## src/rtl/i2ctx_pkg.sv

```systemverilog
package i2ctx_pkg;
    typedef enum logic [2:0] {
        ST_IDLE,
        ST_BIT,
        ST_ACK,
        ST_HOLD,
        ST_SETUP
    } tx_state_e;
endpackage

```

## src/rtl/i2ctx_sync.sv

```systemverilog
module i2ctx_sync #(
    parameter int          WIDTH  = 2,
    parameter int          STAGES = 2,
    parameter logic [WIDTH-1:0] RST_VAL = '1
) (
    input  logic             clk,
    input  logic             rst_n,
    input  logic [WIDTH-1:0] d,
    output logic [WIDTH-1:0] q
);
    logic [WIDTH-1:0] stage_q [STAGES];

    genvar g;
    generate
        for (g = 0; g < STAGES; g++) begin : g_stage
            if (g == 0) begin : g_first
                always_ff @(posedge clk or negedge rst_n) begin
                    if (!rst_n) stage_q[0] <= RST_VAL;
                    else        stage_q[0] <= d;
                end
            end else begin : g_next
                always_ff @(posedge clk or negedge rst_n) begin
                    if (!rst_n) stage_q[g] <= RST_VAL;
                    else        stage_q[g] <= stage_q[g-1];
                end
            end
        end
    endgenerate

    assign q = stage_q[STAGES-1];
endmodule

```

## src/rtl/i2ctx_cfg.sv

```systemverilog
module i2ctx_cfg #(
    parameter int SETUP_W   = 8,
    parameter int SETUP_RST = 4
) (
    input  logic               clk,
    input  logic               rst_n,
    input  logic               wr_cfg,
    input  logic [SETUP_W-1:0] cfg_setup_wdata,
    output logic [SETUP_W-1:0] setup_cnt
);
    logic [SETUP_W-1:0] setup_d, setup_q;

    always_comb begin
        setup_d = setup_q;
        if (wr_cfg) setup_d = cfg_setup_wdata;
    end

    always_ff @(posedge clk or negedge rst_n) begin
        if (!rst_n) setup_q <= SETUP_W'(SETUP_RST);
        else        setup_q <= setup_d;
    end

    assign setup_cnt = setup_q;
endmodule

```

## src/rtl/i2ctx_core.sv

```systemverilog
module i2ctx_core
    import i2ctx_pkg::*;
#(
    parameter int DATA_W  = 8,
    parameter int SETUP_W = 8
) (
    input  logic               clk,
    input  logic               rst_n,
    input  logic               en,
    input  logic               wr_data,
    input  logic [DATA_W-1:0]  wdata,
    input  logic               tx_go,
    input  logic               scl_s,
    input  logic               sda_s,
    input  logic [SETUP_W-1:0] setup_cnt,
    output logic               scl_oe,
    output logic               sda_oe,
    output logic               tx_empty,
    output logic               nack_flag,
    output logic               busy
);
    localparam int IDX_W = (DATA_W > 1) ? $clog2(DATA_W) : 1;
    localparam logic [IDX_W-1:0] LAST_IDX = IDX_W'(DATA_W - 1);

    typedef struct packed {
        tx_state_e          st;
        logic [DATA_W-1:0]  shf;
        logic [DATA_W-1:0]  dat;
        logic [IDX_W-1:0]   bidx;
        logic [SETUP_W-1:0] cnt;
        logic               empty;
        logic               nack;
        logic               ackbit;
        logic               scl_prev;
    } core_s;

    localparam core_s CORE_RST = '{
        st:       ST_IDLE,
        shf:      '0,
        dat:      '0,
        bidx:     '0,
        cnt:      '0,
        empty:    1'b1,
        nack:     1'b0,
        ackbit:   1'b0,
        scl_prev: 1'b1
    };

    core_s q, d;
    logic  scl_fall, scl_rise, boundary;

    always_comb begin
        d        = q;
        scl_fall = q.scl_prev & ~scl_s;
        scl_rise = ~q.scl_prev & scl_s;
        boundary = 1'b0;

        if (!en) begin
            d = CORE_RST;
        end else begin
            case (q.st)
                ST_IDLE: begin
                    if (tx_go) begin
                        d.nack   = 1'b0;
                        boundary = 1'b1;
                    end
                end
                ST_BIT: begin
                    if (scl_fall) begin
                        if (q.bidx == LAST_IDX) begin
                            d.st   = ST_ACK;
                            d.bidx = '0;
                        end else begin
                            d.shf  = {q.shf[DATA_W-2:0], 1'b0};
                            d.bidx = q.bidx + 1'b1;
                        end
                    end
                end
                ST_ACK: begin
                    if (scl_rise) d.ackbit = sda_s;
                    if (scl_fall) begin
                        if (q.ackbit) begin
                            d.nack = 1'b1;
                            d.st   = ST_IDLE;
                        end else begin
                            boundary = 1'b1;
                        end
                    end
                end
                ST_HOLD: begin
                    if (!q.empty) begin
                        d.shf   = q.dat;
                        d.empty = 1'b1;
                        d.cnt   = setup_cnt;
                        d.st    = ST_SETUP;
                    end
                end
                ST_SETUP: begin
                    if (q.cnt == '0) d.st  = ST_BIT;
                    else             d.cnt = q.cnt - 1'b1;
                end
                default: d.st = ST_IDLE;
            endcase

            if (boundary) begin
                d.bidx = '0;
                if (!q.empty) begin
                    d.shf   = q.dat;
                    d.empty = 1'b1;
                    d.st    = ST_BIT;
                end else begin
                    d.st    = ST_HOLD;
                end
            end

            if (wr_data) begin
                d.dat   = wdata;
                d.empty = 1'b0;
            end
        end
        d.scl_prev = scl_s;
    end

    always_ff @(posedge clk or negedge rst_n) begin
        if (!rst_n) q <= CORE_RST;
        else        q <= d;
    end

    assign scl_oe    = en & ((q.st == ST_HOLD) | (q.st == ST_SETUP));
    assign sda_oe    = en & ((q.st == ST_BIT) | (q.st == ST_SETUP)) & ~q.shf[DATA_W-1];
    assign tx_empty  = q.empty;
    assign nack_flag = q.nack;
    assign busy      = (q.st != ST_IDLE);
endmodule

```

## src/rtl/i2c_tx_path.sv

```systemverilog
module i2c_tx_path #(
    parameter int DATA_W      = 8,
    parameter int SETUP_W     = 8,
    parameter int SETUP_RST   = 4,
    parameter int SYNC_STAGES = 2
) (
    input  logic               clk,
    input  logic               rst_n,
    input  logic               en,
    input  logic               wr_data,
    input  logic [DATA_W-1:0]  wdata,
    input  logic               wr_cfg,
    input  logic [SETUP_W-1:0] cfg_setup_wdata,
    input  logic               tx_go,
    input  logic               scl_in,
    input  logic               sda_in,
    output logic               scl_oe,
    output logic               sda_oe,
    output logic               tx_empty,
    output logic               nack_flag,
    output logic               busy
);
    logic [1:0]         line_s;
    logic [SETUP_W-1:0] setup_cnt;

    i2ctx_sync #(.WIDTH(2), .STAGES(SYNC_STAGES), .RST_VAL(2'b11)) u_sync (
        .clk   (clk),
        .rst_n (rst_n),
        .d     ({scl_in, sda_in}),
        .q     (line_s)
    );

    i2ctx_cfg #(.SETUP_W(SETUP_W), .SETUP_RST(SETUP_RST)) u_cfg (
        .clk             (clk),
        .rst_n           (rst_n),
        .wr_cfg          (wr_cfg),
        .cfg_setup_wdata (cfg_setup_wdata),
        .setup_cnt       (setup_cnt)
    );

    i2ctx_core #(.DATA_W(DATA_W), .SETUP_W(SETUP_W)) u_core (
        .clk       (clk),
        .rst_n     (rst_n),
        .en        (en),
        .wr_data   (wr_data),
        .wdata     (wdata),
        .tx_go     (tx_go),
        .scl_s     (line_s[1]),
        .sda_s     (line_s[0]),
        .setup_cnt (setup_cnt),
        .scl_oe    (scl_oe),
        .sda_oe    (sda_oe),
        .tx_empty  (tx_empty),
        .nack_flag (nack_flag),
        .busy      (busy)
    );
endmodule

```

## config.mk

```make
export PLATFORM = sky130hd
export DESIGN_NAME = i2c_tx_path
export DESIGN_NICKNAME = d
export VERILOG_FILES = /design/src/rtl/i2ctx_pkg.sv /design/src/rtl/i2ctx_sync.sv /design/src/rtl/i2ctx_cfg.sv /design/src/rtl/i2ctx_core.sv /design/src/rtl/i2c_tx_path.sv
export SDC_FILE = /design/constraint.sdc
export NUM_CORES = 1
export LEC_CHECK = 0
export CORE_ASPECT_RATIO = 1.1
export CORE_MARGIN = 5
export CORE_UTILIZATION = 51
export DETAILED_ROUTE_END_ITERATION = 7
export GPL_TIMING_DRIVEN = 0
export PLACE_DENSITY = 0.76
export SKIP_CTS_REPAIR_TIMING = 1
export SYNTH_ARGS = -nofsm -noshare
export SYNTH_HDL_FRONTEND = slang
export SYNTH_SLANG_ARGS = --single-unit
export TNS_END_PERCENT = 20
```

## constraint.sdc

```tcl
create_clock -name clk -period 1.8 [get_ports clk]
set_input_delay 0.36 -clock clk [delete_from_list [all_inputs] [get_ports clk]]
set_output_delay 0.36 -clock clk [all_outputs]
set_load 0.02 [all_outputs]
```

==> results.txt, run 1 <==
----------------------------------------------------
[Floorplanning]
  Core Box Area ... 0.00497 sq mm
  Initial Utilization ... 0.524
  Die outline area ... 0.00663 sq mm
  Row cnt ... 27
  Overall die width ... 78.1 um
  Die Y ... 84.9 um
  Total I/O pin count ... 29

[STA]
  Final critical-path required period ... a little over 2 ns
  Slew Limit Headroom ... 0.566
  Fin. max-slew vios ... 0
  Final critical-path share of the clock period ... 1.15
  Number of endpoints with negative hold slack in the final report ... 0
  Smallest setup slack after layout ... -0.274 ns
  Worst Tran Pin Value ... 0.650 ns
  Finish-stage setup viols ... 6
  F_max ... just under 500 MHz
  RSZ-0062 raised after global routing ... true
  Post-route clock skew ... 0.00639 ns

[Outcome]
  Run status ... complete, but fails checks
  Violated checks ... negative setup slack

[Clock tree]
  Max clock buf depth ... 2
  Total clock buffers created by CTS ... 5
  Root cell of the clock tree ... clkbuf_8
  H-tree Lvls ... 2
  Clock input transition at the sequential cells of the worst setup and hold paths ... 0.08 ns
  Insertion delay of the later-clocked pin in the worst-skew pair ... 0.30 ns
  Sinks on Clock Net ... 46
  CTS tree ... yes

[Power]
  Sequential power share ... 0.480
  Share of total power in the clock network ... 0.260
  Switching portion of total power ... 0.306
  Cell area power density ... 767 mW/mm^2
  Internal power ... 1.73 mW
  Peak supply drop ... 0.496 mV
  Relative contribution of combinational cells to total power ... 0.261
  Leakage power total ... roughly 1.4 nW
  Power spent charging and discharging nets ... 0.766 mW

[Setup path]
  Reg2reg setup slack ... -0.27 ns
  Required arrival time at the worst endpoint ... 1.44 ns
  Source of the worst register-to-register timing path ... u_core.q[12]
  Worst Setup Path Type ... reg -> out
  Max Fanout on Critical Path ... 10
  Destination of the worst register-to-register timing path ... u_core.q[32]
  Cell count of the worst reg-to-reg path ... 6
  Sort of element at the end of the critical path ... primary output
  Data arrival at the endpoint of the critical path ... ~1.7 ns
  Worst Setup Start Kind ... flop

[Layout]
  Fraction of layout cells with a size suffix above 1 ... 0.234
  Count of fill cells added during filler insertion ... 381
  Layout overhead on the synthesized area ... 25.4%
  Top library cells by usage in the layout, fill and taps aside ... 38 x dfrtp_1, 28 x nand2_1, 20 x clkdlybuf4s50_1
  Net count reported at finish ... 340
  Leading cell type in the layout, fill and taps excluded ... dfrtp_1
  Final Non-Filler Cells ... 370
  Utilization after layout ... 0.657
  N_diodes ... 0

[Placed design]
  Worst-case setup slack after placement ... -0.793 ns
  Half-perimeter wire length after placement ... 4.72 mm
  Final estimated routing congestion in global placement ... 0.919
  Number of port buffers ... 25
  Number of placed instances with taps included ... 357

[Logic synthesis]
  Most used flip-flop cell after synthesis ... dfrtp_1
  Number of standard cells after synthesis ... 273
  Count of state elements after synthesis ... 46
  Average footprint of a synthesized cell ... approximately 9.5 sq um
  Yosys cell types ... 60
  Portion of the post-synthesis area used by sequential elements ... 0.446
  Yosys warnings ... 0
  Post-synth net total ... 301
  Number of flops mapped to enable cells by yosys ... 0
  Share of synthesized registers carrying an async set or reset ... 1.00
  Synthesized area ... 0.00260 sq mm

[Hold path]
  Worst Hold Class ... in -> async

[Routing]
  Detailed Route Iter0 Violations ... 288
  Via density per instance ... ~6.4
  Final Routed Wirelength ... 6.82 mm
  DRT antenna net count ... 0
  Routed WL per cell ... ~18 um
  Remaining DRCs ... 0
  First-pass iteration count of the detailed router ... 4
  Via count ... 2,359

[Flow run]
  Max-cap check violation count ... 0

[GRT]
  Sum of overflow across all layers after global routing ... 0
  Via count of the first global-routing pass ... ~2.2k
  Global-route usage over all layers ... 0.200
  Number of antenna violations at the first check in global routing ... 0
  First-pass GRT wire length ... 10.8 mm
  Maximum number of pins on one net before global-route repair ... 27

----------------------------------------------------
==> cell type report <==
type	instances	area (sq um)	share of cell area
Buffer	18	129	0.0395
Multi-Input combinational cell	196	1430	0.440
Timing Repair Buffer	34	337	0.103
Sequential cell	46	1160	0.356
Tap cell	58	72.6	0.0223
Clock buffer	7	86.3	0.0265
Inverter	11	41.3	0.0127
==> worst max-delay path: stages (launching register included) <==
cell and delay [ns]:
dfrtp_1 0.38, buf_6 0.14, or3b_4 0.39, buf_6 0.15, o21a_1 0.11, nor2_2 0.11
buf_6 0.13
==> registers in the layout, summed over array words and instances (netlist names) <==
| name | flops |
|---|---|
| u_core.tx_empty | 1 |
| u_sync.stage_q | 2 |
| u_core.q | 32 |
| u_sync.q | 2 |
| u_core.nack_flag | 1 |
| u_cfg.setup_cnt | 8 |
==> synthesized netlist by cell type (6+ instances only) <==
| library cell | number | share of area |
|---|---|---|
| a21oi_1 | 14 | 0.027 |
| a31oi_1 | 9 | 0.022 |
| clkbuf_1 | 11 | 0.016 |
| dfrtp_1 | 39 | 0.38 |
| dfstp_2 | 7 | 0.071 |
| inv_1 | 10 | 0.014 |
| mux2_2 | 8 | 0.035 |
| mux2i_1 | 10 | 0.039 |
| nand2_1 | 28 | 0.040 |
| nor2_1 | 20 | 0.029 |
| nor2b_1 | 6 | 0.014 |
| o21ai_0 | 12 | 0.023 |
| o311ai_0 | 6 | 0.020 |
==> layer usage <==
metal / track usage / part of all wire / up-vias
met3: 0.0340 / 0.061 / 10
li1: - / - / 1079
met2: 0.357 / 0.53 / 94
met5: 0 / 0 / -
met4: 0.0538 / 0.014 / 0
met1: 0.248 / 0.40 / 1176
==> cell families (layout without fill, tap and decap cells) <==
group | Yosys count | in the layout | synth area share
flops | 46 | 46 | 0.446
mux | 19 | 19 | 0.0818
simple gates | 100 | 100 | 0.210
compound gates | 72 | 72 | 0.186
buf+inv | 31 | 70 | 0.0534
xor+xnor | 1 | 1 | 0.00337
fa+ha+maj | 4 | 4 | 0.0193
==> how the worst max path moves through the flow <==
stage	slack, ns	depth (start not counted)	start	to
finish	-0.27	6	u_core.q[31]	scl_oe
detailed placement	-0.79	5	en	sda_oe
global placement	-0.92	1	rst_n	u_core.q[7]
global route	-0.33	6	u_core.q[31]	scl_oe
CTS	-1.08	7	u_core.q[32]	scl_oe
floorplan	-0.15	6	u_core.q[12]	u_core.q[32]
==> power by group through the flow <==
| stage | registers (mW) | clock network (mW) | logic (mW) |
|---|---|---|---|
| floorplan | 1.19 | 0 | 0.377 |
| global placement | 1.20 | 0 | 0.544 |
| detailed placement | 1.20 | 0 | 0.565 |
| CTS | 1.18 | 0.662 | 0.567 |
| global route | 1.21 | 0.715 | 0.708 |
| finish | 1.20 | 0.650 | 0.652 |
==> metrics by stage <==
step	hold slack (ns)	power, mW	setup TNS (ns)	cell area (sq um)
after CTS	0.0414	2.41	-6.09	3040
after floorplan	0.0644	1.56	-0.495	2610
final	0.0214	2.50	-0.956	3260
after global placement	0.346	1.74	-43.74	2930
after global routing	0.0543	2.63	-1.80	3260
after detailed placement	0.347	1.77	-5.32	2950
Power figures use the tool's default switching activity.
==> run 2, diff against run 1 <==
--- a/config.mk
+++ b/config.mk
@@ -6,12 +6,13 @@
 export NUM_CORES = 1
 export LEC_CHECK = 0
 export CORE_ASPECT_RATIO = 1.1
-export CORE_MARGIN = 5
+export CORE_MARGIN = 1.5
 export CORE_UTILIZATION = 51
 export DETAILED_ROUTE_END_ITERATION = 7
 export GPL_TIMING_DRIVEN = 0
 export PLACE_DENSITY = 0.76
 export SKIP_CTS_REPAIR_TIMING = 1
+export SKIP_LAST_GASP = 1
 export SYNTH_ARGS = -nofsm -noshare
 export SYNTH_HDL_FRONTEND = slang
 export SYNTH_SLANG_ARGS = --single-unit
==> results.txt, run 2 (synthesis gave the netlist of run 1 again) <==
----------------------------------------------------
[Clock tree]
  Sinks on Clock Net ... 46
  Total clock buffers created by CTS ... 5
  Insertion delay of the later-clocked pin in the worst-skew pair ... 0.30 ns
  Clock input transition at the sequential cells of the worst setup and hold paths ... ~0.09 ns
  H-tree Lvls ... 2
  CTS tree ... yes
  Root cell of the clock tree ... clkbuf_8
  Max clock buf depth ... 2

[Setup path]
  Required arrival time at the worst endpoint ... 2.01 ns
  Data arrival at the endpoint of the critical path ... 2.27 ns
  Max Fanout on Critical Path ... 3
  Worst Setup EP ... u_core.q[32]
  Sort of element at the end of the critical path ... flop
  Source of the worst register-to-register timing path ... u_core.q[12]
  Worst Setup Path Type ... reg -> reg
  Critical path startpoint ... u_core.q[12]
  Cell count of the worst reg-to-reg path ... 6
  Reg2reg setup slack ... -0.27 ns
  Worst Setup Start Kind ... flop
  Destination of the worst register-to-register timing path ... u_core.q[32]

[GRT]
  Number of antenna violations at the first check in global routing ... 0
  Global-route usage over all layers ... 0.253
  Maximum number of pins on one net before global-route repair ... 36
  Sum of overflow across all layers after global routing ... 0
  Via count of the first global-routing pass ... about 2.4k
  First-pass GRT wire length ... 11.2 mm

[Routing]
  Total met2 wirelength after detailed routing ... 3.58 mm
  Uppermost routed layer ... met4
  Routed met1 length ... between 2 and 3 mm
  Final Routed Wirelength ... 7.04 mm
  First-pass iteration count of the detailed router ... 6
  Via count ... 2,473
  Detailed Route Iter0 Violations ... 397
  Routed WL per cell ... 18.1 um
  DRT antenna net count ... 0
  Remaining DRCs ... 0
  Via density per instance ... approximately 6.4
  Met3 wire length ... 473 um

[Placed design]
  Number of port buffers ... 25
  Final estimated routing congestion in global placement ... 0.934
  Half-perimeter wire length after placement ... about 4.6 mm

[STA]
  Number of endpoints with negative hold slack in the final report ... 0
  RSZ-0062 raised after global routing ... true
  Final critical-path share of the clock period ... 1.15
  Fin. max-slew vios ... 0
  Finish-stage setup viols ... 14
  F_max ... 483 MHz
  Post-route clock skew ... 0.0100 ns
  Final critical-path required period ... between 2 and 2.5 ns
  Slew Limit Headroom ... 0.535
  Worst Tran Pin Value ... 0.697 ns
  Smallest setup slack after layout ... -0.269 ns
  Hold slack final ... 0.350 ns

[Layout]
  Leading cell type in the layout, fill and taps excluded ... dfrtp_1
  Net count reported at finish ... 357
  Register containing the most flip-flops in the final layout ... u_core.q
  Layout overhead on the synthesized area ... 29.7%
  Flip-flop count of the largest register after layout ... 32
  N_diodes ... 0
  Utilization after layout ... 0.679
  Top library cells by usage in the layout, fill and taps aside ... 38 x dfrtp_1, 28 x nand2_1, 21 x clkdlybuf4s50_1
  Fraction of layout cells with a size suffix above 1 ... 0.255
  Count of fill cells added during filler insertion ... 364

[Floorplanning]
  Die Y ... 77.9 um
  Total I/O pin count ... 29
  Row cnt ... 27
  Overall die width ... 71.1 um
  Core Box Area ... 0.00497 sq mm
  Initial Utilization ... 0.524
  Die outline area ... 0.00554 sq mm

[Power]
  Leakage power total ... around 1.4 nW
  Peak supply drop ... 0.568 mV
  Post-layout power ... 2.65 mW
  Cell area power density ... ~800 mW/mm^2

[Flow run]
  Max-cap check violation count ... 0

[Outcome]
  Violated checks ... negative setup slack
  Run status ... complete, but fails checks

[Hold path]
  Worst Hold Class ... reg -> reg
  Startpoint of the worst hold path ... u_sync.stage_q[2]

----------------------------------------------------
[run 2: cell types whose count changed in the layout (fill, tap and decap cells not counted), sizes merged]
| cell | delta |
|---|---|
| clkbuf | +2 |
| dlymetal6s2s | -2 |
| clkdlybuf4s50 | +1 |
| buf | +16 |
| dlygate4sd3 | +1 |
[run 2: per-stage QoR]
| stage | TNS, ns | setup WS (ns) | instances | instance area [sq um] |
|---|---|---|---|---|
| 4_1_cts | -6.28 | -1.04 | 365 | 3060 |
| 3_3_place_gp | -43.28 | -0.910 | 356 | 2930 |
| 5_1_grt | -3.24 | -0.321 | 388 | 3370 |
| 2_1_floorplan | -0.495 | -0.153 | 273 | 2610 |
| 3_5_place_dp | -5.38 | -0.768 | 357 | 2950 |
| 6_report | -1.25 | -0.269 | 388 | 3370 |
[run 2: cell type report]
class,count,area [sq um],area share
clock buffer,8,110,0.0327
sequential,46,1160,0.344
multi-input combinational,196,1400,0.416
timing repair buffer,51,449,0.133
tap,58,72.6,0.0215
inverter,11,41.3,0.0122
buffer,18,136,0.0404
[run 2: how the worst min path moves through the flow]
stage | end | depth (start not counted)
after CTS | u_core.nack_flag | 1
after floorplan | u_cfg.setup_cnt[0] | 0
after global placement | u_sync.q[1] | 0
final | u_sync.q[0] | 0
after global routing | u_sync.q[0] | 0
after detailed placement | u_core.nack_flag | 1
[run 2: layer usage]
metal | vias to the layer above | track usage
li1 | 1116 | -
met4 | 0 | 0.0887
met1 | 1195 | 0.329
met2 | 139 | 0.426
met5 | - | 0
met3 | 23 | 0.0403
[run 2: worst max-delay path: stages, from the launching register on]
cell and delay [ns]:
dfrtp_1 0.42, ha_4 0.18, ha_4 0.17, and3b_1 0.16
mux4_2 0.49, or3_4 0.35, o211ai_1 0.21
[run 2: where the power goes]
group / internal [mW] / total (mW) / switching, mW
logic: 0.348 / 0.716 / 0.368
clock network: 0.388 / 0.741 / 0.353
registers: 1.12 / 1.20 / 0.0741
==> run 3, diff against run 2 <==
--- a/config.mk
+++ b/config.mk
@@ -5,7 +5,7 @@
 export SDC_FILE = /design/constraint.sdc
 export NUM_CORES = 1
 export LEC_CHECK = 0
-export CORE_ASPECT_RATIO = 1.1
+export CORE_ASPECT_RATIO = 2
 export CORE_MARGIN = 1.5
 export CORE_UTILIZATION = 51
 export DETAILED_ROUTE_END_ITERATION = 7
==> results.txt, run 3 (synthesis gave the netlist of run 1 again) <==
----------------------------------------------------
[Setup path]
  Critical Path Slowest Stage Cell ... or3b_4
  Worst Setup Start Kind ... flop
  Sort of element at the end of the critical path ... primary output
  Worst path max stage delay ... 0.41 ns
  Destination of the worst register-to-register timing path ... u_core.q[32]
  Critical path buffer and inverter count ... 3
  Worst Setup Path Type ... reg -> out
  Required arrival time at the worst endpoint ... 1.44 ns
  Critical path cell sequence ... buf_6 -> or3b_4 -> buf_6 -> o21a_1 -> nor2_1 -> buf_4
  Cell count of the worst reg-to-reg path ... 5
  Reg2reg setup slack ... -0.28 ns
  Max Fanout on Critical Path ... 8
  Most frequent cell on the critical path ... buf_6
  Data arrival at the endpoint of the critical path ... 1.73 ns
  CP top delay family ... simple AND/OR/NAND/NOR gates
  Source of the worst register-to-register timing path ... u_core.tx_empty

[Power]
  Peak supply drop ... approximately 0.88 mV
  Leakage power total ... 1.36 nW
  Cell area power density ... 823 mW/mm^2

[STA]
  Hold slack final ... 0.0166 ns
  Number of endpoints with negative hold slack in the final report ... 0
  Fin. max-slew vios ... 0
  Final critical-path required period ... 2.09 ns
  F_max ... 478 MHz
  RSZ-0062 raised after global routing ... true
  Finish-stage setup viols ... 15
  Final critical-path share of the clock period ... 1.16
  Post-Route Setup TNS ... -2.15 ns
  Smallest setup slack after layout ... -0.294 ns
  Worst Tran Pin Value ... 0.607 ns
  Slew Limit Headroom ... 0.592
  Post-route clock skew ... 0.0113 ns

[Clock tree]
  CTS tree ... yes
  Total clock buffers created by CTS ... 5
  Root cell of the clock tree ... clkbuf_8
  Sinks on Clock Net ... 46
  Insertion delay of the later-clocked pin in the worst-skew pair ... 0.31 ns
  Max clock buf depth ... 2
  Clock input transition at the sequential cells of the worst setup and hold paths ... 0.09 ns
  H-tree Lvls ... 2

[Layout]
  Top library cells by usage in the layout, fill and taps aside ... 38 x dfrtp_1, 28 x nand2_1, 21 x clkdlybuf4s50_1
  Fraction of layout cells with a size suffix above 1 ... 0.201
  Leading cell type in the layout, fill and taps excluded ... dfrtp_1
  Flip-flop count of the largest register after layout ... 32
  Count of fill cells added during filler insertion ... 396
  Layout overhead on the synthesized area ... 23.2%
  N_diodes ... 0
  Register containing the most flip-flops in the final layout ... u_core.q
  Net count reported at finish ... 340
  Utilization after layout ... 0.653

[Flow run]
  Max-cap check violation count ... 0

[GRT]
  First-pass GRT wire length ... 10.5 mm
  Maximum number of pins on one net before global-route repair ... 27
  Number of antenna violations at the first check in global routing ... 0
  Via count of the first global-routing pass ... 2,311
  Global-route usage over all layers ... 0.258
  Sum of overflow across all layers after global routing ... 0

[Floorplanning]
  Overall die width ... roughly 53 um
  Core Box Area ... 0.00491 sq mm
  Total I/O pin count ... 29
  Row cnt ... 36
  Die outline area ... 0.00556 sq mm
  Initial Utilization ... 0.530
  Die Y ... between 100 and 150 um

[Routing]
  Routed WL per cell ... ~18 um
  Remaining DRCs ... 0
  DRT antenna net count ... 0
  First-pass iteration count of the detailed router ... 4
  Via density per instance ... 6.21
  Via count ... 2,297
  Detailed Route Iter0 Violations ... 70
  Final Routed Wirelength ... roughly 6.7 mm

[Placed design]
  Final estimated routing congestion in global placement ... 0.890
  Half-perimeter wire length after placement ... 4.86 mm
  Number of port buffers ... 25

[Outcome]
  Violated checks ... negative setup slack
  Run status ... complete, but fails checks

[Hold path]
  Worst Hold Class ... in -> async

----------------------------------------------------
-- run 3: changes by cell type in the layout (fill, tap and decap cells not counted), sizes merged --
cell / change
bufinv: +1
buf: -13
dlymetal6s2s: +1
clkbuf: -5
dlygate4sd3: -1
-- run 3: cell type report --
class	instances	area, sq um	share of cell area
Buffer	18	125	0.0390
Clock buffer	7	86.3	0.0269
Clock inverter	1	30.0	0.00937
Inverter	11	41.3	0.0129
Multi-Input combinational cell	196	1370	0.427
Sequential cell	46	1160	0.362
Tap cell	57	71.3	0.0223
Timing Repair Buffer	34	320	0.100
-- run 3: power by group --
part / switching [mW] / leakage (nW) / internal, mW
Clock: 0.361 / 0.0585 / 0.453
Sequential: 0.0752 / 0.588 / 1.12
Combinational: 0.331 / 0.712 / 0.295
Total: 0.767 / 1.36 / 1.87
-- run 3: worst register-to-register path, cell delays in order, from the launching register on --
cell and delay, ns:
dfstp_2 0.55, buf_2 0.23, inv_1 0.15, mux4_2 0.50
or3_4 0.35, o211ai_1 0.22
-- run 3: worst max path at each step --
stage,startpoint,endpoint,slack (ns),cells past startpoint
after detailed placement,en,sda_oe,-0.81,5
after global routing,u_core.q[31],scl_oe,-0.35,6
after floorplan,u_core.q[12],u_core.q[32],-0.15,6
after global placement,rst_n,u_core.q[7],-0.98,1
final,u_core.q[31],scl_oe,-0.29,6
after CTS,u_core.q[32],scl_oe,-1.04,7
-- run 3: through the flow --
stage	worst slack (ns)	power, mW	cells	instance area [sq um]
after floorplan	-0.153	1.56	273	2610
after global placement	-0.983	1.75	355	2930
after detailed placement	-0.814	1.77	356	2950
after CTS	-1.04	2.58	364	3060
after global routing	-0.348	2.76	370	3200
final	-0.294	2.64	370	3200
-- run 3: metal layers --
| metal | vias up | wire (um) | GRT usage |
|---|---|---|---|
| met5 | - | 0 | 0 |
| met4 | 0 | 377 | 0.152 |
| met3 | 27 | 239 | 0.0489 |
| met2 | 76 | 3750 | 0.449 |
| met1 | 1119 | 2330 | 0.268 |
| li1 | 1075 | - | - |
